[src/rtl/iorg_pkg.sv]
package iorg_pkg;
  typedef enum logic {GATE_PASS = 1'b0, GATE_STALL = 1'b1} gate_e;

  function automatic logic win_hit(input logic [31:0] addr,
                                   input logic [31:0] base,
                                   input logic [31:0] mask);
    return ((addr & mask) == (base & mask));
  endfunction
endpackage

[src/rtl/io_win_dec.sv]
module io_win_dec #(
  parameter int unsigned AW = 16,
  parameter int unsigned NR = 2,
  parameter logic [NR*AW-1:0] WIN_BASE = '0,
  parameter logic [NR*AW-1:0] WIN_MASK = '0
) (
  input  logic [AW-1:0] addr_i,
  output logic [NR-1:0] hit_o,
  output logic [NR-1:0] sel_o
);
  import iorg_pkg::*;

  for (genvar k = 0; k < NR; k++) begin : g_win
    assign hit_o[k] = win_hit(32'(addr_i), 32'(WIN_BASE[k*AW +: AW]),
                              32'(WIN_MASK[k*AW +: AW]));
  end

  // lowest index wins on overlap
  always_comb begin
    sel_o = '0;
    for (int k = NR - 1; k >= 0; k--) begin
      if (hit_o[k]) sel_o = NR'(1) << k;
    end
  end
endmodule

[src/rtl/rec_timer.sv]
module rec_timer #(
  parameter int unsigned CW = 8
) (
  input  logic          clk_i,
  input  logic          rst_ni,
  input  logic          load_i,
  input  logic [CW-1:0] len_i,
  output logic          busy_o
);
  logic [CW-1:0] cnt_q;
  logic [CW-1:0] len_eff;

  assign len_eff = (len_i == '0) ? CW'(1) : len_i;

  always_ff @(posedge clk_i or negedge rst_ni) begin
    if (!rst_ni)            cnt_q <= '0;
    else if (load_i)        cnt_q <= len_eff;
    else if (cnt_q != '0)   cnt_q <= cnt_q - CW'(1);
  end

  assign busy_o = (cnt_q != '0);

  p_load_busy_r4: assert property (@(posedge clk_i) disable iff (!rst_ni)
    load_i |=> busy_o);
  p_zero_len_r5: assert property (@(posedge clk_i) disable iff (!rst_ni)
    (load_i && len_i == '0) |=> (cnt_q == CW'(1)));
  p_countdown_r8: assert property (@(posedge clk_i) disable iff (!rst_ni)
    (busy_o && !load_i) |=> (cnt_q == $past(cnt_q) - CW'(1)));
endmodule

[src/rtl/io_recovery_guard.sv]
module io_recovery_guard #(
  parameter int unsigned AW = 16,
  parameter int unsigned NR = 2,
  parameter int unsigned CW = 8,
  parameter logic [NR*AW-1:0] WIN_BASE = {16'h0000, 16'h0040},
  parameter logic [NR*AW-1:0] WIN_MASK = {16'hFF80, 16'hFFF0}
) (
  input  logic             clk_i,
  input  logic             rst_ni,
  input  logic             cyc_i,
  input  logic             io_i,
  input  logic [AW-1:0]    addr_i,
  input  logic [NR*CW-1:0] rec_clks_i,
  input  logic             bus_ack_i,
  output logic             bus_cyc_o,
  output logic             rdy_o
);
  import iorg_pkg::*;

  logic [NR-1:0] hit, sel, busy, load;
  logic          guarded;
  gate_e         gate;

  io_win_dec #(.AW(AW), .NR(NR), .WIN_BASE(WIN_BASE), .WIN_MASK(WIN_MASK)) u_dec (
    .addr_i (addr_i),
    .hit_o  (hit),
    .sel_o  (sel)
  );

  assign guarded = cyc_i && io_i && (|sel);
  assign gate    = (guarded && |(sel & busy)) ? GATE_STALL : GATE_PASS;

  assign bus_cyc_o = cyc_i && (gate == GATE_PASS);
  assign rdy_o     = bus_cyc_o && bus_ack_i;

  for (genvar k = 0; k < NR; k++) begin : g_tmr
    assign load[k] = rdy_o && io_i && sel[k];
    rec_timer #(.CW(CW)) u_tmr (
      .clk_i  (clk_i),
      .rst_ni (rst_ni),
      .load_i (load[k]),
      .len_i  (rec_clks_i[k*CW +: CW]),
      .busy_o (busy[k])
    );
  end

  p_mem_pass_r2: assert property (@(posedge clk_i) disable iff (!rst_ni)
    (cyc_i && !io_i) |-> bus_cyc_o);
  p_outside_pass_r3: assert property (@(posedge clk_i) disable iff (!rst_ni)
    (cyc_i && io_i && hit == '0) |-> bus_cyc_o);
  p_held_after_done_r4: assert property (@(posedge clk_i) disable iff (!rst_ni)
    (load[0] && cyc_i && io_i && sel[0]) |=> (sel[0] && cyc_i && io_i) |-> !bus_cyc_o);
  p_sel_onehot_r7: assert property (@(posedge clk_i) disable iff (!rst_ni)
    $onehot0(sel));
  p_sel_lowest_r7: assert property (@(posedge clk_i) disable iff (!rst_ni)
    hit[0] |-> sel[0]);
  p_held_no_rdy_r9: assert property (@(posedge clk_i) disable iff (!rst_ni)
    (cyc_i && !bus_cyc_o) |-> !rdy_o);
  p_one_load_r6: assert property (@(posedge clk_i) disable iff (!rst_ni)
    $onehot0(load));
endmodule

[config.mk]
export PLATFORM = sky130hd
export DESIGN_NAME = io_recovery_guard
export DESIGN_NICKNAME = d
export VERILOG_FILES = /design/src/rtl/iorg_pkg.sv /design/src/rtl/io_win_dec.sv /design/src/rtl/rec_timer.sv /design/src/rtl/io_recovery_guard.sv
export SDC_FILE = /design/constraint.sdc
export NUM_CORES = 1
export LEC_CHECK = 0
export ABC_AREA = 1
export ABC_CLOCK_PERIOD_IN_PS = 2600
export BUFFER_PORTS_ARGS = -buffer_cell sky130_fd_sc_hd__buf_4
export CAP_MARGIN = 20
export CORE_ASPECT_RATIO = 1.2
export CORE_MARGIN = 4
export CORE_UTILIZATION = 50
export CTS_CLUSTER_SIZE = 20
export DETAILED_ROUTE_END_ITERATION = 10
export GPL_ROUTABILITY_DRIVEN = 0
export HOLD_SLACK_MARGIN = 0.05
export PLACE_DENSITY = 0.8
export SYNTH_ARGS = -nofsm -noshare
export SYNTH_HDL_FRONTEND = slang
export SYNTH_SLANG_ARGS = --single-unit
export TNS_END_PERCENT = 20
[constraint.sdc]
create_clock -name clk_i -period 2.6 [get_ports clk_i]
set_input_delay 0.39 -clock clk_i [delete_from_list [all_inputs] [get_ports clk_i]]
set_output_delay 0.39 -clock clk_i [all_outputs]
set_load 0.01 [all_outputs]
---- After elaboration in Yosys (flattened, before gate mapping) ----
Index checks and enable logic that the tools add are counted.
storage, ports and cells
  register bits ........................... 16
  input bits .............................. 37
  logic and storage cells ................. 33
cells by class
  reductions and logical operators ........ 17
  muxes and demuxes ....................... 9
  $add $sub $neg .......................... 2
  equality and inequality tests ........... 1
  bitwise operators ....................... 2
operators by type and width
  operator                                               number
  2-to-1 mux 8 bit                                       6
  logical NOT 32 bit                                     1
  logical NOT 8 bit                                      2
  nonzero test 8 bit                                     2
  subtractor 8 x 1 -> 8 bit (second input constant)      2
  equality test 12 x 3 -> 1 bit (second input constant)  1
  logical AND 1 bit                                      8
  2-to-1 mux 2 bit                                       2
  nonzero test 2 bit                                     2
  OR reduction 2 bit                                     2
  AND 2 bit                                              1
  2-to-1 mux 1 bit                                       1
  NOT 1 bit                                              1

---- Logic depth before layout (Yosys ltp) ----
Gate-level depths: netlist of run 1.
  word-level depth ........................ 13
  mapped depth ............................ 13

---- Hierarchy ----
A second synthesis of run 1 with hierarchy kept.
unflattened totals
  cells, all modules ...................... 188
  area, all modules ....................... 1,237.4 sq um
by module, submodules not included
  module             area an instance (sq um)  cells each  times used
  rec_timer          554.3                     80          2
  io_win_dec         72.6                      17          1
  io_recovery_guard  56.3                      11          1

---- Worst setup path before layout of run 1 ----
OpenSTA, ideal clock, no wires.
  path kind ............................... reg2out
  from .................................... register g_tmr[0].u_tmr.cnt_q[0]
  to ...................................... output port bus_cyc_o
  data required time ...................... 2.210 ns
  path slack .............................. 0.859 ns
  data arrival time ....................... 1.351 ns
  cell stages (with the launch flop) ...... 9
  buffers on the path ..................... 0
  path through ............................ dfrtp_1 inv_1 ha_1 nand2_2 nor2_2 nand2_2 nand3_2 nand2_2 a21boi_0
between the ends
  word-level cells in the longest chain between the ends .. 7
RTL lines
  item                    line                     source
  from (decl)             rec_timer.sv:10          logic [CW-1:0] cnt_q;
  from (signal assigned)  rec_timer.sv:17          else if (load_i) cnt_q <= len_eff;
  from (signal assigned)  rec_timer.sv:18          else if (cnt_q != '0) cnt_q <= cnt_q - CW'(1);
  nonzero test 8 bit      rec_timer.sv:21          assign busy_o = (cnt_q != '0);
  AND 2 bit               io_recovery_guard.sv:31  assign gate = (guarded && |(sel & busy)) ? GATE_STALL : GATE_PASS;
  OR reduction 2 bit      io_recovery_guard.sv:31
  logical AND 1 bit       io_recovery_guard.sv:31
  2-to-1 mux 1 bit        io_recovery_guard.sv:31
  NOT 1 bit               io_recovery_guard.sv:33  assign bus_cyc_o = cyc_i && (gate == GATE_PASS);
  logical AND 1 bit       io_recovery_guard.sv:33
  to (decl)               io_recovery_guard.sv:15  output logic bus_cyc_o,
No other way between the ends.

---- Final worst setup path of run 1 ----
  from .................................... register g_tmr[0].u_tmr.cnt_q[0]
  to ...................................... output port rdy_o
between the ends
  word-level cells in the longest chain between the ends .. 8
RTL lines
  item                line                     source
  nonzero test 8 bit  rec_timer.sv:21
  AND 2 bit           io_recovery_guard.sv:31
  OR reduction 2 bit  io_recovery_guard.sv:31
  logical AND 1 bit   io_recovery_guard.sv:31
  2-to-1 mux 1 bit    io_recovery_guard.sv:31
  NOT 1 bit           io_recovery_guard.sv:33
  logical AND 1 bit   io_recovery_guard.sv:33
  logical AND 1 bit   io_recovery_guard.sv:34  assign rdy_o = bus_cyc_o && bus_ack_i;
  to (decl)           io_recovery_guard.sv:16  output logic rdy_o
No other way between the ends.

==> summary.md, run 1 <==
| Metric | Value |
|---|---|
| Overall Global Routing Usage | 18.8% |
| Reg-to-reg startpoint | g_tmr[0].u_tmr.cnt_q[0] |
| Main synth FF type | dfrtp_1 |
| Most frequent cell on the critical path | nand2_2 |
| Pwr Total | 1.17 mW |
| Minimum clock period | between 2 and 2.5 ns |
| Place WS | between 0.6 and 0.7 ns |
| Biggest register | g_tmr.u_tmr.cnt_q |
| Clock sinks | 16 |
| Count of different cell masters after synthesis | 26 |
| Post-route ant nets | 0 |
| Worst Reg2Reg Path Length in Cells | 13 |
| Largest registers | g_tmr.u_tmr.cnt_q: 16 flops |
| FF-to-FF End | g_tmr[0].u_tmr.cnt_q[7] |
| PortBufs | 34 |
| Leakage power | 0.751 nW |
| Top post-synthesis cells by area | dfrtp_1 33%, nor2_1 8.4%, inv_1 8.1% |
| #FFs+latches synth | 16 |
| Count leader, synth | nor2_1 |
| CTS tree | done |
| Layout cells sized above 1 | 29.6% |
| Reg2Reg Setup Slack | 0.65 ns |
| Syn nets | 207 |
| Arrival time at the worst endpoint | 1.89 ns |
| Via count | 1,176 |
| NumNets Final | 247 |
| Clk Latency, worst-skew pair | 0.29 ns |
| Number of global-route vias before repair | 1,197 |
| Initial Util | 52.3% |
| Hold WS | slightly above 0.3 ns |
| Async set or reset register ratio after synthesis | 100% |
| Vias/cell | 4.96 |
| CP Cell Sequence | inv_1, ha_1, nand2_2, nor2_2, nand2_2, nand3_2, nand2_2, nand2_2, nand3_2, inv_1, buf_4 |
| Slowest stage delay, CP | approximately 0.37 ns |
| Final-report hold violation count | 0 |
| Hpwl dp | 2290 µm |
| CP max-delay cell | dfrtp_1 |
| N_diodes | 0 |
| DRC Markers | 0 |
| Post-synth EDFFs | 0 |
| Post-CTS Setup Inserts | 0 |
| Tightest Pin Transition | approximately 0.34 ns |
| Final WS setup | 0.323 ns |
| Initial DRC count | 29 |
| Post-Route WL | 2710 µm |
| Mean Syn Cell Area | roughly 7.2 µm² |
| CTS Buf Count | 3 |
| Core footprint | 0.00231 mm² |
| H-tree depth | 1 |
| Post-Synthesis Cell Area | 0.00120 mm² |
| CP Capture Type | output pin |
| CP startpoint kind | register |
| Final setup viols | 0 |
| Max VDD drop | 489 µV |
| Cells after synthesis | about 170 |
| CP endpoint | rdy_o |
| Worst Setup SP | g_tmr[0].u_tmr.cnt_q[0] |
| Rows | 19 |
| I/O pin total | 39 |
| Status | complete, no violations |
| CP required | 2.21 ns |
| Final setup skew | 0.000689 ns |
| RSZ-0062 raised after global routing | false |
| Yosys warns | 0 |
| Initial antenna violation count | 0 |
| Setup TNS | 0 ns |
| Yosys top cell by area | dfrtp_1 |
| Seq/Total Area, Yosys | 33.2% |
| First-pass DRT Iterations | 4 |
| Max Slew Vio Count | 0 |
| Max clock buf depth | 2 |
| First-pass GRT wire length | approximately 4700 µm |
| Critical path class | reg2out |
| Pwr Density | 759 mW/mm² |
| Die Span Y | 61.8 µm |
| Fin util | about 67% |
| Largest net degree at the start of global routing | 17 |
| Most frequent cells after synthesis | 27 x nor2_1, 26 x inv_1, 26 x nand2_1 |
| Critical Path Fanout Max | 5 |
| Grt total ovfl | 0 |
| Layout area overhead | 28.2% |
| Final period util | 87.6% |
| Die ar. | between 0.003 and 0.004 mm² |
| Max reg flops | 16 |
| Clk root buf | clkbuf_4 |
| Die X | 52.8 µm |
| Post-synth top area share | 33.2% |
| Clock slew at reported path FFs | 0.10 ns |
| Max cap viols | 0 |
| Worst hold path type | in2reg |
| Hold Path Cell Cnt | 3 |
| F_max | 439 MHz |
| Worst slew margin | 77.1% |
| Post-DR wirelength/cell | 11.4 µm |
==> layer usage <==
layer / wire length (µm) / up-vias / global-route usage (%)
li1: - / 608 / -
met1: 1110 / 538 / 22.2
met2: 1430 / 26 / 35.1
met3: 126 / 4 / 2.15
met4: 42 / 0 / 6.57
met5: 0 / - / 0
==> per-stage QoR <==
| step | instances | area (µm²) |
|---|---|---|
| 6_report | 237 | 1550 |
| 3_3_place_gp | 232 | 1500 |
| 2_1_floorplan | 167 | 1200 |
| 4_1_cts | 237 | 1550 |
| 3_5_place_dp | 232 | 1500 |
| 5_1_grt | 237 | 1550 |
==> cells by family after synthesis <==
group           synth area share (%)
flops                           33.2
buf+inv                         9.35
fa+ha+maj                       3.12
xor+xnor                        6.54
compound gates                  12.3
simple gates                    35.5
==> how the worst min path moves through the flow <==
stage	startpoint	end
after global routing	rec_clks_i[6]	g_tmr[0].u_tmr.cnt_q[6]
after CTS	rec_clks_i[11]	g_tmr[1].u_tmr.cnt_q[3]
after floorplan	rst_ni	g_tmr[0].u_tmr.cnt_q[0]
after detailed placement	rst_ni	g_tmr[1].u_tmr.cnt_q[4]
after global placement	rst_ni	g_tmr[1].u_tmr.cnt_q[4]
final	rec_clks_i[5]	g_tmr[0].u_tmr.cnt_q[5]
==> where the power goes <==
group	switching (mW)	internal, mW	total, mW
clock network	0.0846	0.0853	0.170
registers	0.0812	0.362	0.444
logic	0.313	0.247	0.559
total	0.478	0.694	1.17
==> cell usage in the layout, fill, tap and decap left out, types with 2 or more instances in the layout <==
master,Yosys,routed
nand3_1,10,10
dfrtp_1,16,16
nor2_4,3,3
inv_1,26,26
clkbuf_4,0,3
inv_2,4,4
nor2_1,27,27
nand2_1,26,26
xor2_1,8,8
buf_4,0,34
o21ai_1,2,2
nand3_2,3,3
ha_1,3,3
o21bai_1,2,2
nand2_2,7,7
o21ai_0,15,15
nor4_1,2,2
nor2_2,3,3
==> timing repair <==
action	CTS	global route
gates resized for setup	0	0
endpoints found under the hold margin	16	0
endpoints found under the setup margin	0	0
hold buffers	1	0
==> area by class of cell <==
class / count / area, µm²
timing repair buffer: 35 / 265
sequential: 16 / 400
clock buffer: 4 / 36.3
fill: 222 / 761
tap: 31 / 38.8
inverter: 30 / 113
multi-input combinational: 121 / 692
==> worst max-delay path, delay by kind of cell (launching register included) <==
family / cells / cell delay [ns]
adder cells (fa/ha/maj): 1 / 0.21
flip-flops: 1 / 0.37
AND/OR/NAND/NOR: 7 / 0.70
buffers and inverters: 3 / 0.31
(Power assumes the default switching activity.)
==> run 2: changes to the inputs <==
--- a/config.mk
+++ b/config.mk
@@ -6,17 +6,19 @@
 export NUM_CORES = 1
 export LEC_CHECK = 0
 export ABC_AREA = 1
-export ABC_CLOCK_PERIOD_IN_PS = 2600
+export ABC_CLOCK_PERIOD_IN_PS = 1900
 export BUFFER_PORTS_ARGS = -buffer_cell sky130_fd_sc_hd__buf_4
 export CAP_MARGIN = 20
+export CELL_PAD_IN_SITES_DETAIL_PLACEMENT = 2
+export CELL_PAD_IN_SITES_GLOBAL_PLACEMENT = 2
 export CORE_ASPECT_RATIO = 1.2
 export CORE_MARGIN = 4
-export CORE_UTILIZATION = 50
+export CORE_UTILIZATION = 24
 export CTS_CLUSTER_SIZE = 20
 export DETAILED_ROUTE_END_ITERATION = 10
 export GPL_ROUTABILITY_DRIVEN = 0
 export HOLD_SLACK_MARGIN = 0.05
-export PLACE_DENSITY = 0.8
+export PLACE_DENSITY = 0.75
 export SYNTH_ARGS = -nofsm -noshare
 export SYNTH_HDL_FRONTEND = slang
 export SYNTH_SLANG_ARGS = --single-unit
==> constraint.sdc (replaced) <==
create_clock -name clk_i -period 1.9 [get_ports clk_i]
set_input_delay 0.285 -clock clk_i [delete_from_list [all_inputs] [get_ports clk_i]]
set_output_delay 0.285 -clock clk_i [all_outputs]
set_load 0.01 [all_outputs]
==> run 2 against run 1 <==
  * Highest routed layer unchanged
  * Critical endpoint unchanged
  * Worst hold slack worse by 0.073 ns
  * Final area up 12%
  * Utilization down 32 points
==> summary.md, run 2 (synthesis gave the netlist of run 1 again) <==
| Metric | Value |
|---|---|
| CP top delay family | simple AND/OR/NAND/NOR gates |
| Hold Path Cell Cnt | 3 |
| Grt total ovfl | 0 |
| Max reg flops | 16 |
| Final setup viols | 0 |
| N_diodes | 0 |
| CP max-delay cell | dfrtp_1 |
| Rows | 28 |
| PortBufs | 34 |
| FF-to-FF End | g_tmr[1].u_tmr.cnt_q[0] |
| Clock sinks | 16 |
| Fillcell total | about 600 |
| Worst slew margin | 73.5% |
| Final-report hold violation count | 0 |
| Finished Cell Area | 0.00173 mm² |
| Crit path buf inv count | 3 |
| Max Slew Vio Count | 0 |
| Initial Util | 24.6% |
| Hpwl dp | around 2900 µm |
| Reg-to-reg startpoint | g_tmr[1].u_tmr.cnt_q[1] |
| Pwr Density | 1080 mW/mm² |
| Slowest stage delay, CP | ~0.4 ns |
| Critical Path Fanout Max | 2 |
| Reg2Reg Setup Slack | 0.004 ns |
| Minimum clock period | ~1.9 ns |
| CTS Buf Count | 3 |
| Max VDD drop | 254 µV |
| Vias/cell | 4.56 |
| First-pass DRT Iterations | 4 |
| Final setup skew | 0.00198 ns |
| Largest net degree at the start of global routing | 17 |
| DRC Markers | 0 |
| Status | complete, no violations |
| Max clock buf depth | 2 |
| F_max | 527 MHz |
| Cell area after placement | 0.00157 mm² |
| Post-DR wirelength/cell | ~13 µm |
| Largest registers | g_tmr.u_tmr.cnt_q: 16 flops |
| Most frequent cells in the layout | 44 x buf_4, 26 x nor2_1, 25 x nand2_1 |
| CP required | 1.62 ns |
| Core footprint | 0.00490 mm² |
| CP Capture Type | output pin |
| Hold worst-path end | g_tmr[1].u_tmr.cnt_q[7] |
| Arrival time at the worst endpoint | 1.61 ns |
| CP Cell Sequence | inv_2, ha_4, nor3b_4, nand2_2, nand3_2, nand2_2, nand2_4, nand3_2, inv_2, buf_6 |
| Clk Latency, worst-skew pair | around 0.26 ns |
| I/O pin total | 39 |
| Final period util | 99.8% |
| H-tree depth | 1 |
| CP startpoint kind | register |
| Initial DRC count | 34 |
| Die ar. | about 0.0062 mm² |
| Max cap viols | 0 |
| HP Start | rec_clks_i[15] |
| Layout cells sized above 1 | 36.7% |
| Die X | roughly 73 µm |
| Worst hold path type | in2reg |
| Leakage power | around 0.84 nW |
| Post-Route WL | 3680 µm |
| Worst Reg2Reg Path Length in Cells | 12 |
| CTS tree | done |
| Overall Global Routing Usage | about an eighth |
| Number of global-route vias before repair | 1,409 |
| Setup TNS | 0 ns |
| NumNets Final | 259 |
| Pwr Total | 1.88 mW |
| Initial antenna violation count | 0 |
| First-pass GRT wire length | 6150 µm |
| Tightest Pin Transition | 0.392 ns |
| Layout area overhead | 43.9% |
| Hold WS | 0.237 ns |
| Die Span Y | 85.6 µm |
| Biggest register | g_tmr.u_tmr.cnt_q |
| Commonest non-fill, non-tap cell in the layout | buf_4 |
| Post-route ant nets | 0 |
| RSZ-0062 raised after global routing | true |
| Clk root buf | clkbuf_8 |
| Via count | between 1,000 and 1,500 |
| Critical path class | reg2out |
| Clock slew at reported path FFs | roughly 0.07 ns |
[run 2: cell count changes in the layout (fill, tap and decap cells not counted), moves of 2 or more]
| cell | previous run | this run |
|---|---|---|
| buf_4 | 34 | 44 |
| buf_6 | 0 | 2 |
| clkbuf_4 | 3 | 0 |
| clkbuf_8 | 1 | 4 |
| ha_1 | 3 | 1 |
| inv_1 | 26 | 23 |
| inv_2 | 4 | 7 |
| o21ai_0 | 15 | 13 |
| o21ai_1 | 2 | 4 |
[run 2: power breakdown]
part	switching, mW	internal [mW]	leakage (nW)	total, mW
sequential	0.110	0.497	0.195	0.606
clock	0.131	0.184	0.0288	0.315
combinational	0.517	0.436	0.612	0.953
total	0.758	1.12	0.836	1.88
[run 2: cell type report]
cell class / instances / area, µm² / share of cell area [%]
clock buffer: 4 / 55.1 / 3.17
timing repair buffer: 47 / 363 / 20.9
sequential: 16 / 400 / 23.1
inverter: 30 / 113 / 6.49
tap: 60 / 75.1 / 4.33
multi-input combinational: 121 / 728 / 42.0
[run 2: per-layer routing]
layer / vias up / GRT usage (%) / wire, µm
met5: - / 0 / 0
met4: 0 / 5.03 / 65
met3: 6 / 0.938 / 85
met2: 22 / 23.5 / 2000
met1: 610 / 14.2 / 1520
li1: 629 / - / -
[run 2: worst reg2reg max path: stages (launching register included)]
cell and delay, ns:
dfrtp_1 0.40, inv_2 0.10, ha_4 0.13, nor3b_4 0.19
nand2_2 0.10, nand3_2 0.09, nand2_2 0.07, nand2_4 0.07
buf_6 0.10, nand4_4 0.12, nor2_4 0.28, nand2_1 0.10
o21ai_0 0.08
[run 2: per-stage QoR]
step	util, %	setup WS [ns]	std cells
after detailed placement	32.1	0.0359	266
after global placement	32.1	0.104	266
after floorplan	-	0.237	167
after global routing	35.4	-0.140	278
after CTS	35.2	0.00422	278
final	35.4	0.00365	278
[run 2: worst max-delay path by stage]
stage | from | end | slack [ns] | cells after the start
after CTS | g_tmr[1].u_tmr.cnt_q[1] | rdy_o | 0.004 | 10
after detailed placement | g_tmr[1].u_tmr.cnt_q[1] | g_tmr[0].u_tmr.cnt_q[4] | 0.04 | 12
after global placement | g_tmr[0].u_tmr.cnt_q[1] | g_tmr[0].u_tmr.cnt_q[7] | 0.10 | 13
final | g_tmr[1].u_tmr.cnt_q[1] | rdy_o | 0.004 | 10
after floorplan | g_tmr[0].u_tmr.cnt_q[0] | g_tmr[0].u_tmr.cnt_q[7] | 0.24 | 13
after global routing | g_tmr[1].u_tmr.cnt_q[0] | g_tmr[1].u_tmr.cnt_q[6] | -0.14 | 12
[run 2: what timing repair did]
item,in CTS,in global routing
hold buffers,1,0
setup buffers,7,0
resized for setup,11,5
hold endpoints to repair,16,0
pin swaps,4,8
setup endpoints to repair,2,18
